[src/rtl/i2c_seq_master.sv]
module i2c_seq_master #(
  parameter int DIV_W = 8
) (
  input  logic             clk,
  input  logic             rst_n,
  input  logic             reg_we,
  input  logic [7:0]       reg_wdata,
  output logic [7:0]       reg_rdata,
  input  logic             buf_we,
  input  logic [7:0]       buf_wdata,
  output logic [7:0]       rx_data,
  input  logic [DIV_W-1:0] div_reload,
  input  logic             sda_i,
  output logic             sda_oe,
  output logic             scl_oe,
  output logic             done_irq
);
  localparam int STEP_W = 6;

  typedef enum logic [2:0] {S_IDLE, S_START, S_RSTART, S_STOP, S_TX, S_RX, S_ACK} state_t;

  state_t            st;
  logic [DIV_W-1:0]  cnt;
  logic [STEP_W-1:0] step;
  logic [7:0]        sh, rxd;
  logic [4:0]        cmd, newc;
  logic              gcen, ackstat, ackdt, sda_low, scl_low, done;
  logic              tick, last, take_cmd, take_buf;
  logic [1:0]        ph;
  logic [3:0]        bitk;

  assign ph        = step[1:0];
  assign bitk      = step[5:2];
  assign tick      = (st != S_IDLE) && (cnt == '0);
  assign take_cmd  = reg_we && (st == S_IDLE) && (|reg_wdata[4:0]);
  assign take_buf  = buf_we && (st == S_IDLE) && !take_cmd;
  assign reg_rdata = {gcen, ackstat, ackdt, cmd};
  assign rx_data   = rxd;
  assign sda_oe    = sda_low;
  assign scl_oe    = scl_low;
  assign done_irq  = done;

  always_comb begin
    newc = '0;
    if      (reg_wdata[0]) newc[0] = 1'b1;
    else if (reg_wdata[1]) newc[1] = 1'b1;
    else if (reg_wdata[2]) newc[2] = 1'b1;
    else if (reg_wdata[3]) newc[3] = 1'b1;
    else if (reg_wdata[4]) newc[4] = 1'b1;
  end

  always_comb begin
    case (st)
      S_START, S_STOP, S_ACK: last = tick && (step == 6'd3);
      S_RSTART:               last = tick && (step == 6'd5);
      S_TX:                   last = tick && (step == 6'd35);
      S_RX:                   last = tick && (step == 6'd31);
      default:                last = 1'b0;
    endcase
  end

  always_ff @(posedge clk or negedge rst_n) begin
    if (!rst_n) begin
      st <= S_IDLE; cnt <= '0; step <= '0; sh <= '0; rxd <= '0; cmd <= '0;
      gcen <= 1'b0; ackstat <= 1'b0; ackdt <= 1'b0;
      sda_low <= 1'b0; scl_low <= 1'b0; done <= 1'b0;
    end else begin
      done <= 1'b0;
      if (reg_we) begin
        gcen  <= reg_wdata[7];
        ackdt <= reg_wdata[5];
      end
      if (st == S_IDLE) begin
        cnt  <= div_reload;
        step <= '0;
        if (take_cmd) begin
          cmd <= newc;
          if      (newc[0]) st <= S_START;
          else if (newc[1]) st <= S_RSTART;
          else if (newc[2]) st <= S_STOP;
          else if (newc[3]) st <= S_RX;
          else              st <= S_ACK;
        end else if (take_buf) begin
          sh <= buf_wdata;
          st <= S_TX;
        end
      end else if (!tick) begin
        cnt <= cnt - 1'b1;
      end else begin
        cnt  <= div_reload;
        step <= step + 1'b1;
        case (st)
          S_START: begin
            if (ph == 2'd0) sda_low <= 1'b1;
            if (ph == 2'd2) scl_low <= 1'b1;
          end
          S_STOP: begin
            if (ph == 2'd0) sda_low <= 1'b1;
            if (ph == 2'd1) scl_low <= 1'b0;
            if (ph == 2'd2) sda_low <= 1'b0;
          end
          S_RSTART: begin
            if (step == 6'd0) sda_low <= 1'b0;
            if (step == 6'd1) scl_low <= 1'b0;
            if (step == 6'd3) sda_low <= 1'b1;
            if (step == 6'd5) scl_low <= 1'b1;
          end
          S_TX: begin
            if (ph == 2'd0) sda_low <= (bitk == 4'd8) ? 1'b0 : ~sh[7];
            if (ph == 2'd1) scl_low <= 1'b0;
            if (ph == 2'd2 && bitk == 4'd8) ackstat <= sda_i;
            if (ph == 2'd3) begin
              scl_low <= 1'b1;
              sh <= {sh[6:0], 1'b0};
            end
          end
          S_RX: begin
            if (ph == 2'd0) sda_low <= 1'b0;
            if (ph == 2'd1) scl_low <= 1'b0;
            if (ph == 2'd2) sh <= {sh[6:0], sda_i};
            if (ph == 2'd3) scl_low <= 1'b1;
            if (last) rxd <= sh;
          end
          S_ACK: begin
            if (ph == 2'd0) sda_low <= ~ackdt;
            if (ph == 2'd1) scl_low <= 1'b0;
            if (ph == 2'd3) scl_low <= 1'b1;
          end
          default: ;
        endcase
        if (last) begin
          st   <= S_IDLE;
          cmd  <= '0;
          done <= 1'b1;
        end
      end
    end
  end

  p_cmd_onehot_r11: assert property (@(posedge clk) disable iff (!rst_n)
    $onehot0(cmd));

  p_done_pulse_r10: assert property (@(posedge clk) disable iff (!rst_n)
    done |=> !done);

  p_clear_on_done_r2: assert property (@(posedge clk) disable iff (!rst_n)
    done |-> (cmd == '0));

  p_no_spool_r9: assert property (@(posedge clk) disable iff (!rst_n)
    (st != S_IDLE && reg_we && !tick) |=> $stable(cmd));

  p_sda_steady_r8: assert property (@(posedge clk) disable iff (!rst_n)
    ((st == S_TX || st == S_RX || st == S_ACK) && $past(st) == st &&
     !scl_low && !$past(scl_low)) |-> $stable(sda_low));

  p_stop_release_r4: assert property (@(posedge clk) disable iff (!rst_n)
    (done && $past(st) == S_STOP) |-> (!sda_low && !scl_low));
endmodule

[config.mk]
export PLATFORM = sky130hd
export DESIGN_NAME = i2c_seq_master
export DESIGN_NICKNAME = d
export VERILOG_FILES = /design/src/rtl/i2c_seq_master.sv
export SDC_FILE = /design/constraint.sdc
export NUM_CORES = 1
export LEC_CHECK = 0
export ABC_AREA = 1
export BUFFER_PORTS_ARGS = -buffer_cell sky130_fd_sc_hd__buf_2
export CORE_AREA = 10 10 77 79
export CTS_BUF_LIST = sky130_fd_sc_hd__clkbuf_4 sky130_fd_sc_hd__clkbuf_8
export DETAILED_ROUTE_END_ITERATION = 12
export DIE_AREA = 0 0 87 89
export PLACE_DENSITY = 0.83
export SYNTH_ARGS = -nofsm -noshare
export SYNTH_HDL_FRONTEND = slang
export SYNTH_SLANG_ARGS = --single-unit
[constraint.sdc]
create_clock -name clk -period 3.6 [get_ports clk]
set_input_delay 0.18 -clock clk [delete_from_list [all_inputs] [get_ports clk]]
set_output_delay 0.18 -clock clk [all_outputs]
set_load 0.05 [all_outputs]
==> metrics.md <==
| Metric | Value |
|---|---|
| Crit. Startpoint | `cnt[0]` |
| Primary FF master, synth | `dfrtp_1` |
| IR drop worst, VDD | `about 0.43 mV` |
| Setup crit end | `rx_data[7]` |
| Via count | `between 2000 and 2500` |
| CP startpoint kind | `flip-flop` |
| Placer Congestion | `between 0.9 and 1` |
| Detail Route Antenna Nets | `0` |
| Synth warn | `0` |
| Vias in the first global route | `2084` |
| Layout cells sized above 1 | `between 20% and 30%` |
| Avg Synthesized Cell Area | `around 8.1 sq um` |
| CP Class | `reg2reg` |
| Top achievable clock speed | `0.542 GHz` |
| Multi-input logic area | `roughly 0.0012 sq mm` |
| Mapped Cells | `314` |
| CP Max Fanout | `16` |
| #FFs+latches synth | `44` |
| Worst-path clk slew | `80 ps` |
| Count of hold buffers inserted by post-cts repair | `0` |
| Reg2reg path depth | `9` |
| Fillcell total | `approximately 380` |
| IO Pins | `48` |
| Unrepaired setup endpoints after global routing | `no` |
| First-pass GRT wire length | `9.45 mm` |
| Die Ht | `around 89 um` |
| 1st-iter DRT viols | `between 150 and 200` |
| Syn-to-layout area delta | `13.0%` |
| Placed Cells | `a little over 400` |
| Initial antenna violation count | `0` |
| Normalized max-slew margin | `between 30% and 40%` |
| Clock Path Buffers | `2` |
| Synth async-reset ratio | `100%` |
| Crit path capture type | `flip-flop` |
| Number of port buffers | `46` |
| Largest net degree at the start of global routing | `45` |
| Placed instance area | `between 0.002 and 0.003 sq mm` |
| Antenna cells | `0` |
| Total power | `0.00196 W` |
| Wire per inst | `13.1 um` |
| Hold Path Class | `in2async` |
| Synthesized area | `0.00255 sq mm` |
| Reg-to-Reg Start | `cnt[0]` |
| 1st-pass router iterations | `5` |
| Register Area | `between 0.001 and 0.0015 sq mm` |
| Final period demand of the worst path | `roughly 1800 ps` |
| Slew Viols, Final | `0` |
| Max-Cap Viols | `0` |
| TNS Setup | `0 ps` |
| Final WL | `about 5.4 mm` |
| R2r endpoint | `rx_data[7]` |
| Post-CTS Setup Bufs | `0` |
| Hold Violations, Final | `0` |
| Worst EP required | `around 3800 ps` |
| Netlist cell types | `31` |
| Post-DP HPWL | `between 4 and 5 mm` |
| FP Rows | `25` |
| Post-synth EDFFs | `0` |
| Die W | `about 87 um` |
| Pwr dens | `about 680 mW/mm^2` |
| Post-CTS sizing | `0` |
| TritonCTS Buffers | `5` |
| Post-Syn Nets | `~350` |
| Clock Tree Root | `clkbuf_8` |
| Register area share after synthesis | `a little over two fifths` |
| Core region area | `0.00454 sq mm` |
| Later-pin clock latency in the skew report | `300 ps` |
| CTS tree | `built` |
| Final nets | `a little under 400` |
| Final non-filler cell total | `slightly above 400` |
| Vias per inst | `about 5.2` |
| Clk_skew | `between 7 and 8 ps` |
| GR Overflow Total | `0` |
| Worst EP arrival | `2040 ps` |
| Tcrit/Tclk final | `slightly above 50%` |
| Fin area | `a little under 0.003 sq mm` |
| Util after Layout | `between 60% and 70%` |
| # H-tree levels | `2` |
| Status | `complete, no violations` |
| Worst slew pin tran | `943 ps` |
| Clock sink count | `44` |
| Reg2Reg Setup Slack | `1760 ps` |
| Starting Density | `56.2%` |
| Total GRT Usage | `roughly 15%` |
| Setup violations, final | `0` |
| P_leak | `approximately 1.5 nW` |
| Die area | `a little under 0.008 sq mm` |
| DRC viols | `0` |
[layout make-up]
class                   instances  area share (%)
repair buffers                 46            7.99
clock buffers                   5            2.39
well taps                      54            2.34
inverters                      42            5.56
clock inverters                 1            1.04
flip-flops and latches         44            38.2
multi-input cells             219            42.5
[worst max-delay path, stage by stage (launching register included)]
cell,delay [ps]
dfrtp_1,390
inv_1,100
ha_1,230
nand3_2,170
nor2_8,190
nand2_4,90
nor2_8,140
nand3_4,230
nand2_1,150
o21ai_2,50
[sequential cells by signal, indices dropped and copies added, names as in the netlist]
signal / flops
cnt: 8
rx_data: 8
sh: 8
step: 6
cmd: 5
st: 3
ackdt: 1
ackstat: 1
done_irq: 1
gcen: 1
scl_oe: 1
sda_oe: 1
[power by group]
part / switching, W / total (W) / internal [W]
Sequential: 0.0000962 / 0.000713 / 0.000617
Combinational: 0.000624 / 0.000895 / 0.000271
Clock: 0.000152 / 0.000351 / 0.000199
Total: 0.000872 / 0.00196 / 0.00109
[synth_stat cells, types with 2 or more instances]
master	number	area share, %
nand2_1	81	12
dfrtp_1	44	43
inv_1	36	5.3
nor2_1	21	3.1
nand3_1	18	3.5
o21ai_0	17	3.3
nand4_1	16	3.9
o21ai_1	9	1.8
o21ai_2	9	3.1
a21oi_1	8	1.6
nor3_1	8	1.6
ha_1	5	2.5
inv_2	5	0.74
buf_2	4	0.78
nand2_2	4	0.98
nand3_4	4	2.7
xnor2_1	4	1.4
buf_4	3	0.88
nor2_8	3	2.4
buf_6	2	0.88
nand2_4	2	0.88
nor2_4	2	0.88
[metrics by stage]
stage               setup WS (ps)  hold slack, ps
floorplan                    1950            -116
global placement             1800             376
detailed placement           1740             382
CTS                          1720            63.5
global route                 1540            65.4
finish                       1760            19.3
[metal layers]
metal	wire (um)	vias up	GRT usage, %
li1	-	1101	-
met1	2420	959	17.8
met2	2430	75	24.2
met3	457	11	5.93
met4	72	0	4.27
met5	0	-	0
[worst min-delay path by stage]
| stage | from | endpoint | slack (ps) | depth (start not counted) |
|---|---|---|---|---|
| 6_report | rst_n | rx_data[1] | 20 | 1 |
| 5_1_grt | div_reload[5] | cnt[5] | 70 | 3 |
| 4_1_cts | rst_n | rx_data[1] | 60 | 1 |
| 3_5_place_dp | div_reload[5] | cnt[5] | 380 | 3 |
| 3_3_place_gp | rst_n | rx_data[4] | 380 | 1 |
| 2_1_floorplan | rst_n | ackdt | -120 | 0 |
[kinds of logic (layout without fill, tap and decap cells)]
logic type,Yosys count,after routing,synth area share (%)
AOI/OAI and AO/OA,45,45,10.3
buffers and inverters,51,94,8.83
DFF,44,44,43.2
xor gates and xnor gates,5,5,1.72
muxes,1,1,0.441
and+or+nand+nor,163,163,33.1
adders and majority gates,5,5,2.45
[cell usage in the layout, fill, tap and decap left out, drive strengths merged]
| cell | count |
|---|---|
| buf | 46 |
| dfrtp | 44 |
| inv | 42 |
| xor2 | 1 |
| o22ai | 1 |
| o21ai | 35 |
| mux2 | 1 |
| xnor2 | 4 |
| clkbuf | 5 |
| ha | 5 |
| or2 | 1 |
| nor2 | 27 |
| nand4 | 16 |
| nor3 | 8 |
| nand3 | 23 |
| a22o | 1 |
| nand3b | 1 |
| bufinv | 1 |
| nand2 | 87 |
| a21oi | 8 |
No activity file was read; power rests on OpenSTA's default activity.
